$ cat src/rtl/gfu_pkg.sv
package gfu_pkg;
  typedef enum logic [2:0] {
    OP_GFMUL  = 3'd0,
    OP_GFMADD = 3'd1,
    OP_CL_LO  = 3'd2,
    OP_CL_HI  = 3'd3,
    OP_CL_REV = 3'd4
  } gfu_op_e;
endpackage

$ cat src/rtl/gfu_degree.sv
module gfu_degree #(
  parameter int W  = 64,
  localparam int DW = $clog2(W)
) (
  input  logic [W-1:0]  mod,
  output logic [DW-1:0] deg,
  output logic [W-1:0]  fmask
);
  // degree = index of the highest set bit of the modulus
  always_comb begin
    deg = '0;
    for (int i = 0; i < W; i++) begin
      if (mod[i]) deg = DW'(i);
    end
  end

  // field mask: the bits below the degree
  always_comb begin
    for (int i = 0; i < W; i++) begin
      fmask[i] = (DW'(i) < deg);
    end
  end
endmodule

$ cat src/rtl/gfu_cfg.sv
module gfu_cfg #(
  parameter int         W       = 64,
  parameter logic [W-1:0] RST_MOD = W'('h11B)
) (
  input  logic         clk,
  input  logic         rst,
  input  logic         cfg_we,
  input  logic [W-1:0] cfg_data,
  input  logic         hold,
  input  logic         release_i,
  output logic [W-1:0] mod_q
);
  logic         pend_v;
  logic [W-1:0] pend_d;

  always_ff @(posedge clk) begin
    if (rst) begin
      mod_q  <= RST_MOD;
      pend_v <= 1'b0;
      pend_d <= '0;
    end else begin
      if (release_i && pend_v) begin
        mod_q  <= pend_d;
        pend_v <= 1'b0;
      end
      if (cfg_we) begin
        if (hold) begin
          pend_d <= cfg_data;
          pend_v <= 1'b1;
        end else begin
          mod_q <= cfg_data;
        end
      end
    end
  end

  AST_CFG_DEFER: assert property (@(posedge clk) disable iff (rst)
    hold |=> $stable(mod_q));
endmodule

$ cat src/rtl/gfu_step.sv
module gfu_step #(
  parameter int W  = 64,
  localparam int DW = $clog2(W),
  localparam int AW = 2 * W
) (
  input  logic          gf_mode,
  input  logic [W-1:0]  mod,
  input  logic [DW-1:0] deg,
  input  logic [AW-1:0] mcand,
  input  logic          mplier_lsb,
  input  logic [AW-1:0] acc,
  output logic [AW-1:0] acc_nxt,
  output logic [AW-1:0] mcand_nxt
);
  logic [AW-1:0] sh;

  always_comb begin
    acc_nxt = mplier_lsb ? (acc ^ mcand) : acc;
    sh = mcand << 1;
    if (gf_mode && sh[deg]) sh = sh ^ {{W{1'b0}}, mod};
    mcand_nxt = sh;
  end
endmodule

$ cat src/rtl/gfu_pack.sv
module gfu_pack #(
  parameter int W  = 64,
  localparam int AW = 2 * W
) (
  input  gfu_pkg::gfu_op_e op,
  input  logic [AW-1:0]    acc,
  input  logic [W-1:0]     fmask,
  input  logic [W-1:0]     addend,
  output logic [W-1:0]     res
);
  import gfu_pkg::*;

  always_comb begin
    case (op)
      OP_GFMUL:  res = acc[W-1:0] & fmask;
      OP_GFMADD: res = (acc[W-1:0] & fmask) ^ addend;
      OP_CL_LO:  res = acc[W-1:0];
      OP_CL_HI:  res = acc[AW-1:W];
      OP_CL_REV: res = acc[AW-2:W-1];
      default:   res = '0;
    endcase
  end
endmodule

$ cat src/rtl/gf2m_clmul_unit.sv
module gf2m_clmul_unit #(
  parameter int           W       = 64,
  parameter logic [W-1:0] RST_MOD = W'('h11B),
  localparam int DW = $clog2(W),
  localparam int AW = 2 * W,
  localparam int CW = DW + 1
) (
  input  logic         clk,
  input  logic         rst,
  input  logic         cfg_we,
  input  logic [W-1:0] cfg_mod,
  input  logic         start,
  input  logic [2:0]   op,
  input  logic [W-1:0] opnd_a,
  input  logic [W-1:0] opnd_b,
  input  logic [W-1:0] opnd_c,
  output logic         busy,
  output logic         done,
  output logic [W-1:0] result
);
  import gfu_pkg::*;

  gfu_op_e       op_q;
  logic [W-1:0]  addend_q;
  logic [AW-1:0] mcand_q;
  logic [W-1:0]  mplier_q;
  logic [AW-1:0] acc_q;
  logic [CW-1:0] busy_cnt;

  logic [W-1:0]  mod_w;
  logic [DW-1:0] deg_w;
  logic [W-1:0]  fmask_w;
  logic [AW-1:0] acc_nxt;
  logic [AW-1:0] mcand_nxt;
  logic [W-1:0]  res_nxt;

  logic start_ok;
  logic finish;
  logic gf_mode;

  assign start_ok = start && !busy;
  assign finish   = busy && (mplier_q[W-1:1] == '0);
  assign gf_mode  = (op_q == OP_GFMUL) || (op_q == OP_GFMADD);

  gfu_cfg #(.W(W), .RST_MOD(RST_MOD)) i_cfg (
    .clk       (clk),
    .rst       (rst),
    .cfg_we    (cfg_we),
    .cfg_data  (cfg_mod),
    .hold      ((busy && !finish) || start_ok),
    .release_i (finish),
    .mod_q     (mod_w)
  );

  gfu_degree #(.W(W)) i_deg (
    .mod   (mod_w),
    .deg   (deg_w),
    .fmask (fmask_w)
  );

  gfu_step #(.W(W)) i_step (
    .gf_mode    (gf_mode),
    .mod        (mod_w),
    .deg        (deg_w),
    .mcand      (mcand_q),
    .mplier_lsb (mplier_q[0]),
    .acc        (acc_q),
    .acc_nxt    (acc_nxt),
    .mcand_nxt  (mcand_nxt)
  );

  gfu_pack #(.W(W)) i_pack (
    .op     (op_q),
    .acc    (acc_nxt),
    .fmask  (fmask_w),
    .addend (addend_q),
    .res    (res_nxt)
  );

  always_ff @(posedge clk) begin
    if (rst) begin
      busy     <= 1'b0;
      done     <= 1'b0;
      result   <= '0;
      op_q     <= OP_GFMUL;
      addend_q <= '0;
      mcand_q  <= '0;
      mplier_q <= '0;
      acc_q    <= '0;
      busy_cnt <= '0;
    end else begin
      done <= 1'b0;
      if (start_ok) begin
        busy     <= 1'b1;
        op_q     <= gfu_op_e'(op);
        addend_q <= opnd_b;
        mcand_q  <= {{W{1'b0}}, opnd_a};
        mplier_q <= opnd_c;
        acc_q    <= '0;
        busy_cnt <= '0;
      end else if (busy) begin
        acc_q    <= acc_nxt;
        mcand_q  <= mcand_nxt;
        mplier_q <= mplier_q >> 1;
        busy_cnt <= busy_cnt + 1'b1;
        if (finish) begin
          busy   <= 1'b0;
          done   <= 1'b1;
          result <= res_nxt;
        end
      end
    end
  end

  AST_DONE_PULSE: assert property (@(posedge clk) disable iff (rst)
    done |=> !done);
  AST_DONE_AFTER_BUSY: assert property (@(posedge clk) disable iff (rst)
    done |-> (!busy && $past(busy)));
  AST_BUSY_BOUND: assert property (@(posedge clk) disable iff (rst)
    busy |-> (busy_cnt < CW'(W)));
  AST_START_IGNORED: assert property (@(posedge clk) disable iff (rst)
    (busy && start) |=> ($stable(op_q) && $stable(addend_q)));
  AST_MOD_STABLE: assert property (@(posedge clk) disable iff (rst)
    busy |-> $stable(mod_w));
  AST_GF_MASKED: assert property (@(posedge clk) disable iff (rst)
    (done && op_q == OP_GFMUL) |-> ((result & ~$past(fmask_w)) == '0));
endmodule

$ cat config.mk
export PLATFORM = sky130hd
export DESIGN_NAME = gf2m_clmul_unit
export DESIGN_NICKNAME = d
export VERILOG_FILES = /design/src/rtl/gfu_pkg.sv /design/src/rtl/gfu_degree.sv /design/src/rtl/gfu_cfg.sv /design/src/rtl/gfu_step.sv /design/src/rtl/gfu_pack.sv /design/src/rtl/gf2m_clmul_unit.sv
export SDC_FILE = /design/constraint.sdc
export NUM_CORES = 2
export LEC_CHECK = 0
export BUFFER_PORTS_ARGS = -buffer_cell sky130_fd_sc_hd__buf_2
export CAP_MARGIN = 30
export CORE_UTILIZATION = 35
export CTS_BUF_LIST = sky130_fd_sc_hd__clkbuf_8
export DETAILED_ROUTE_END_ITERATION = 8
export GPL_ROUTABILITY_DRIVEN = 0
export SLEW_MARGIN = 10
export SYNTH_ARGS = -nofsm -noshare
export SYNTH_HDL_FRONTEND = slang
export SYNTH_SLANG_ARGS = --single-unit
$ cat constraint.sdc
create_clock -name clk -period 4 [get_ports clk]
set_clock_uncertainty 0.15 [all_clocks]
set_input_delay 0.8 -clock clk [delete_from_list [all_inputs] [get_ports clk]]
set_output_delay 0.8 -clock clk [all_outputs]
set_load 0.02 [all_outputs]
==> metrics.yaml <==
vias: 28840
p_leak_nw: 13.4
io-pin-count: 329
clkPwrFrac_pct: 39.8
root_buffer: "clkbuf_8"
dp_hpwl_um: 76900
crit_path_start_kind: "flip-flop"
fp.dieW_um: 295
combPwrFrac_pct: 17.9
worstSkewPairLatency_ns: 0.73
powerDensity_mw_per_mm2: 422
synth_simple_gate_area_share_pct: 22.2
rr_startpoint: "i_cfg.mod_q[8]$_SDFF_PP1_"
grt_start_max_net_pins: 199
critPathKind: "reg -> reg"
final_antenna_net_count: 0
switching_share_pct: 31.0
dp.cells: 5127
path_cells: "or4_4 -> o2111a_1 -> o21ai_1 -> a21oi_2 -> o21a_4 -> mux2_4 -> a2111oi_4 -> nand3_4 -> buf_12 -> or3_1 -> a311oi_1"
critPathLaunch: "i_cfg.mod_q[8]$_SDFF_PP1_"
min_from: "opnd_b[7]"
drc_errors: 0
finalCriticalPeriod_ns: 3.84
grt_pass1_vias: 26359
synth_compound_area_share_pct: 19.0
synth_top_cell_area_share_pct: 38.9
synthAdderAreaFrac_pct: 0
outcome: "finished clean"
yosysWarnings: 0
die-area_mm2: 0.0868
min_to: "addend_q[7]$_SDFFE_PP0P_"
crit_required_ns: 4.46
cp.arrival_ns: 4.30
critPathSlowestCell: "or4_4"
clock_path_buffers: 3
antenna_found_initial: 8
syn_area_per_cell_um2: 7.83
ys.flop_type: "dfxtp_1"
synth-seq-cells: 582
grt_busiest_layer: "met2"
setup_viol: 0
synth_cell_types: 82
ctsHtreeMaxLevel: 3
crit_fanout: 62
ys_seq_area_share_pct: 38.9
cts_buffers: 103
whs_ns: 0.166
grt_pass1_wl_um: 163000
area_delta_synth_final_pct: 18.5
seqPwrFrac_pct: 42.2
syn_inst: 3830
maxSlewViolCount: 0
synth_area_leaders: "dfxtp_1 39%, nand2_1 9.3%, xor2_1 6.8%"
max_freq_ghz: 0.261
vdd_drop_max_uv: 244
drt_iter0_markers: 3201
fin_cells: 5318
cts_tree: "done"
fin_crit_sh_pct: 95.9
drtPass1Iterations: 5
routed_wl_um: 108000
synthArstFlopShare_pct: 0
grt_use_total_pct: 24.1
crit_path_end_kind: "flip-flop"
path_clk_slew_ns: 0.06
synth_edf_count: 0
finalHoldViolCount: 0
r2r_end: "mcand_q[51]$_SDFFE_PP0P_"
synth_top_family_by_area: "simple AND/OR/NAND/NOR gates"
p_switching_w: 0.00465
synth_xor_xnor_area_share_pct: 9.09
ctsHoldBuffers: 0
layout.nets: 4366
grt_use_met1_pct: 34.7
start_util_pct: 35.6
ff2ff_path_depth: 11
syn_area_mm2: 0.0300
slew-limit-headroom_pct: 31.9
max_slew.worst_pin.slew_ns: 1.02
grt.met3_usage_pct: 3.90
hp-class: "in -> reg"
grt-ovfl-total: 0
p_total_w: 0.0150
cp_slowest_stage_delay_ns: 0.55
fin_util_pct: 42.2
via_per_inst: 5.42
min_path_cells: 3
p_int_w: 0.0104
port_buffers: 328
r2r_setup_slack_ns: 0.16
yosysTopAreaCell: "dfxtp_1"
max_cap_viol_count: 0
synthMuxAreaShare_pct: 6.06
grtUsageMet2_pct: 36.8
layout-drive-gt1-share_pct: 16.5
wire_per_inst_um: 20.3
core_mm2: 0.0842
synth_nets: 4093
placementRows: 106
cts.sinks: 582
die_h_um: 295
## layout by cell type (no fill, tap or decap), types with 40 or more instances in the layout
| cell type | count |
|---|---|
| xnor2_1 | 77 |
| a311oi_1 | 130 |
| buf_2 | 326 |
| inv_1 | 76 |
| a21oi_1 | 286 |
| nor2_1 | 524 |
| dfxtp_1 | 579 |
| nand3_1 | 40 |
| a22oi_1 | 60 |
| or3_1 | 41 |
| buf_4 | 123 |
| nand2_1 | 742 |
| a211oi_1 | 64 |
| clkbuf_8 | 135 |
| mux2i_1 | 172 |
| xor2_1 | 234 |
| o21ai_0 | 110 |
## power by group through the flow
stage          sequential (W)  clock [W]  combinational, W
6_report              0.00634    0.00598           0.00269
5_1_grt               0.00636    0.00636           0.00289
4_1_cts               0.00633    0.00609           0.00257
3_5_place_dp          0.00645          0           0.00256
3_3_place_gp          0.00645          0           0.00254
2_1_floorplan         0.00631          0           0.00167
## cells in the mapped netlist, drive strengths merged, types with 5 or more instances
library cell and number:
nand2 745, xor2 234, or3 41, o311ai 6
nor4bb 13, inv 55, o2111ai 5, o22ai 8
o221ai 33, a2111oi 9, a22oi 60, nand4 39
and2 7, o32a 16, a21oi 288, buf 56
xnor2 77, dfxtp 582, nor2 529, nor3 22
nand3b 15, clkbuf 248, a211oi 68, a221o 7
and3 5, nor4 35, a31o 16, a211o 6
o21ai 115, nand3 41, or2 5, nand2b 17
a31oi 5, nor2b 38, o211ai 23, a311oi 130
mux2i 172
## how the worst max path moves through the flow
stage,endpoint,cells past startpoint
2_1_floorplan,mcand_q[61]$_SDFFE_PP0P_,11
3_3_place_gp,result[45]$_SDFFE_PP0P_,13
3_5_place_dp,mcand_q[29]$_SDFFE_PP0P_,12
4_1_cts,mcand_q[29]$_SDFFE_PP0P_,13
5_1_grt,mcand_q[19]$_SDFFE_PP0P_,13
6_report,mcand_q[51]$_SDFFE_PP0P_,11
## cell families (layout without fill, tap and decap cells)
logic type	count (synthesis)	in the layout
AOI/OAI and AO/OA	836	836
buffers and inverters	361	711
muxes	178	178
other	0	3
xor gates and xnor gates	311	311
DFF	582	582
and+or+nand+nor	1562	1563
## through the flow
stage          setup slack, ns  cell area, um^2  TNS [ns]
4_1_cts                  0.105            35400         0
6_report                 0.165            35500         0
3_5_place_dp            0.0418            33200         0
5_1_grt                -0.0136            35500   -0.0219
2_1_floorplan            0.677            30000         0
3_3_place_gp             0.117            33100         0
## repair_timing
action | 4_1_cts | 5_1_grt
gates cloned | 0 | 2
endpoints found under the setup margin | 2 | 62
buffers inserted | 0 | 3
resized for setup | 1 | 12
pin swaps | 0 | 3
## worst max-delay path: cells and delay by family, from the launching register on
kind,cells,cell delay [ns]
mux,1,0.34
buf+inv,1,0.20
compound gates,6,1.67
simple gates,3,0.99
flops,1,0.36
## final cells by class
type | count | area, um^2
multi-input cells | 2888 | 17000
inverters | 57 | 214
repair buffers | 471 | 2980
diodes | 3 | 7.51
clock inverters | 48 | 364
well taps | 1134 | 1420
clock buffers | 135 | 1860
flip-flops and latches | 582 | 11700
fillers | 8627 | 48700
## flip-flops by register name, indices dropped and copies added, names as in the netlist
signal and cells:
acc_q 128, mcand_q 128, addend_q 64, i_cfg.mod_q 64, i_cfg.pend_d 64, mplier_q 64
result 64, op_q 3, busy 1, done 1, i_cfg.pend_v 1
## metal layers
layer / wire [um] / share of wire [%]
met1: 49400 / 46
met2: 47800 / 44
met3: 7770 / 7.2
met4: 3030 / 2.8
met5: 27 / 0.025
No activity file was read; power rests on OpenSTA's default activity.
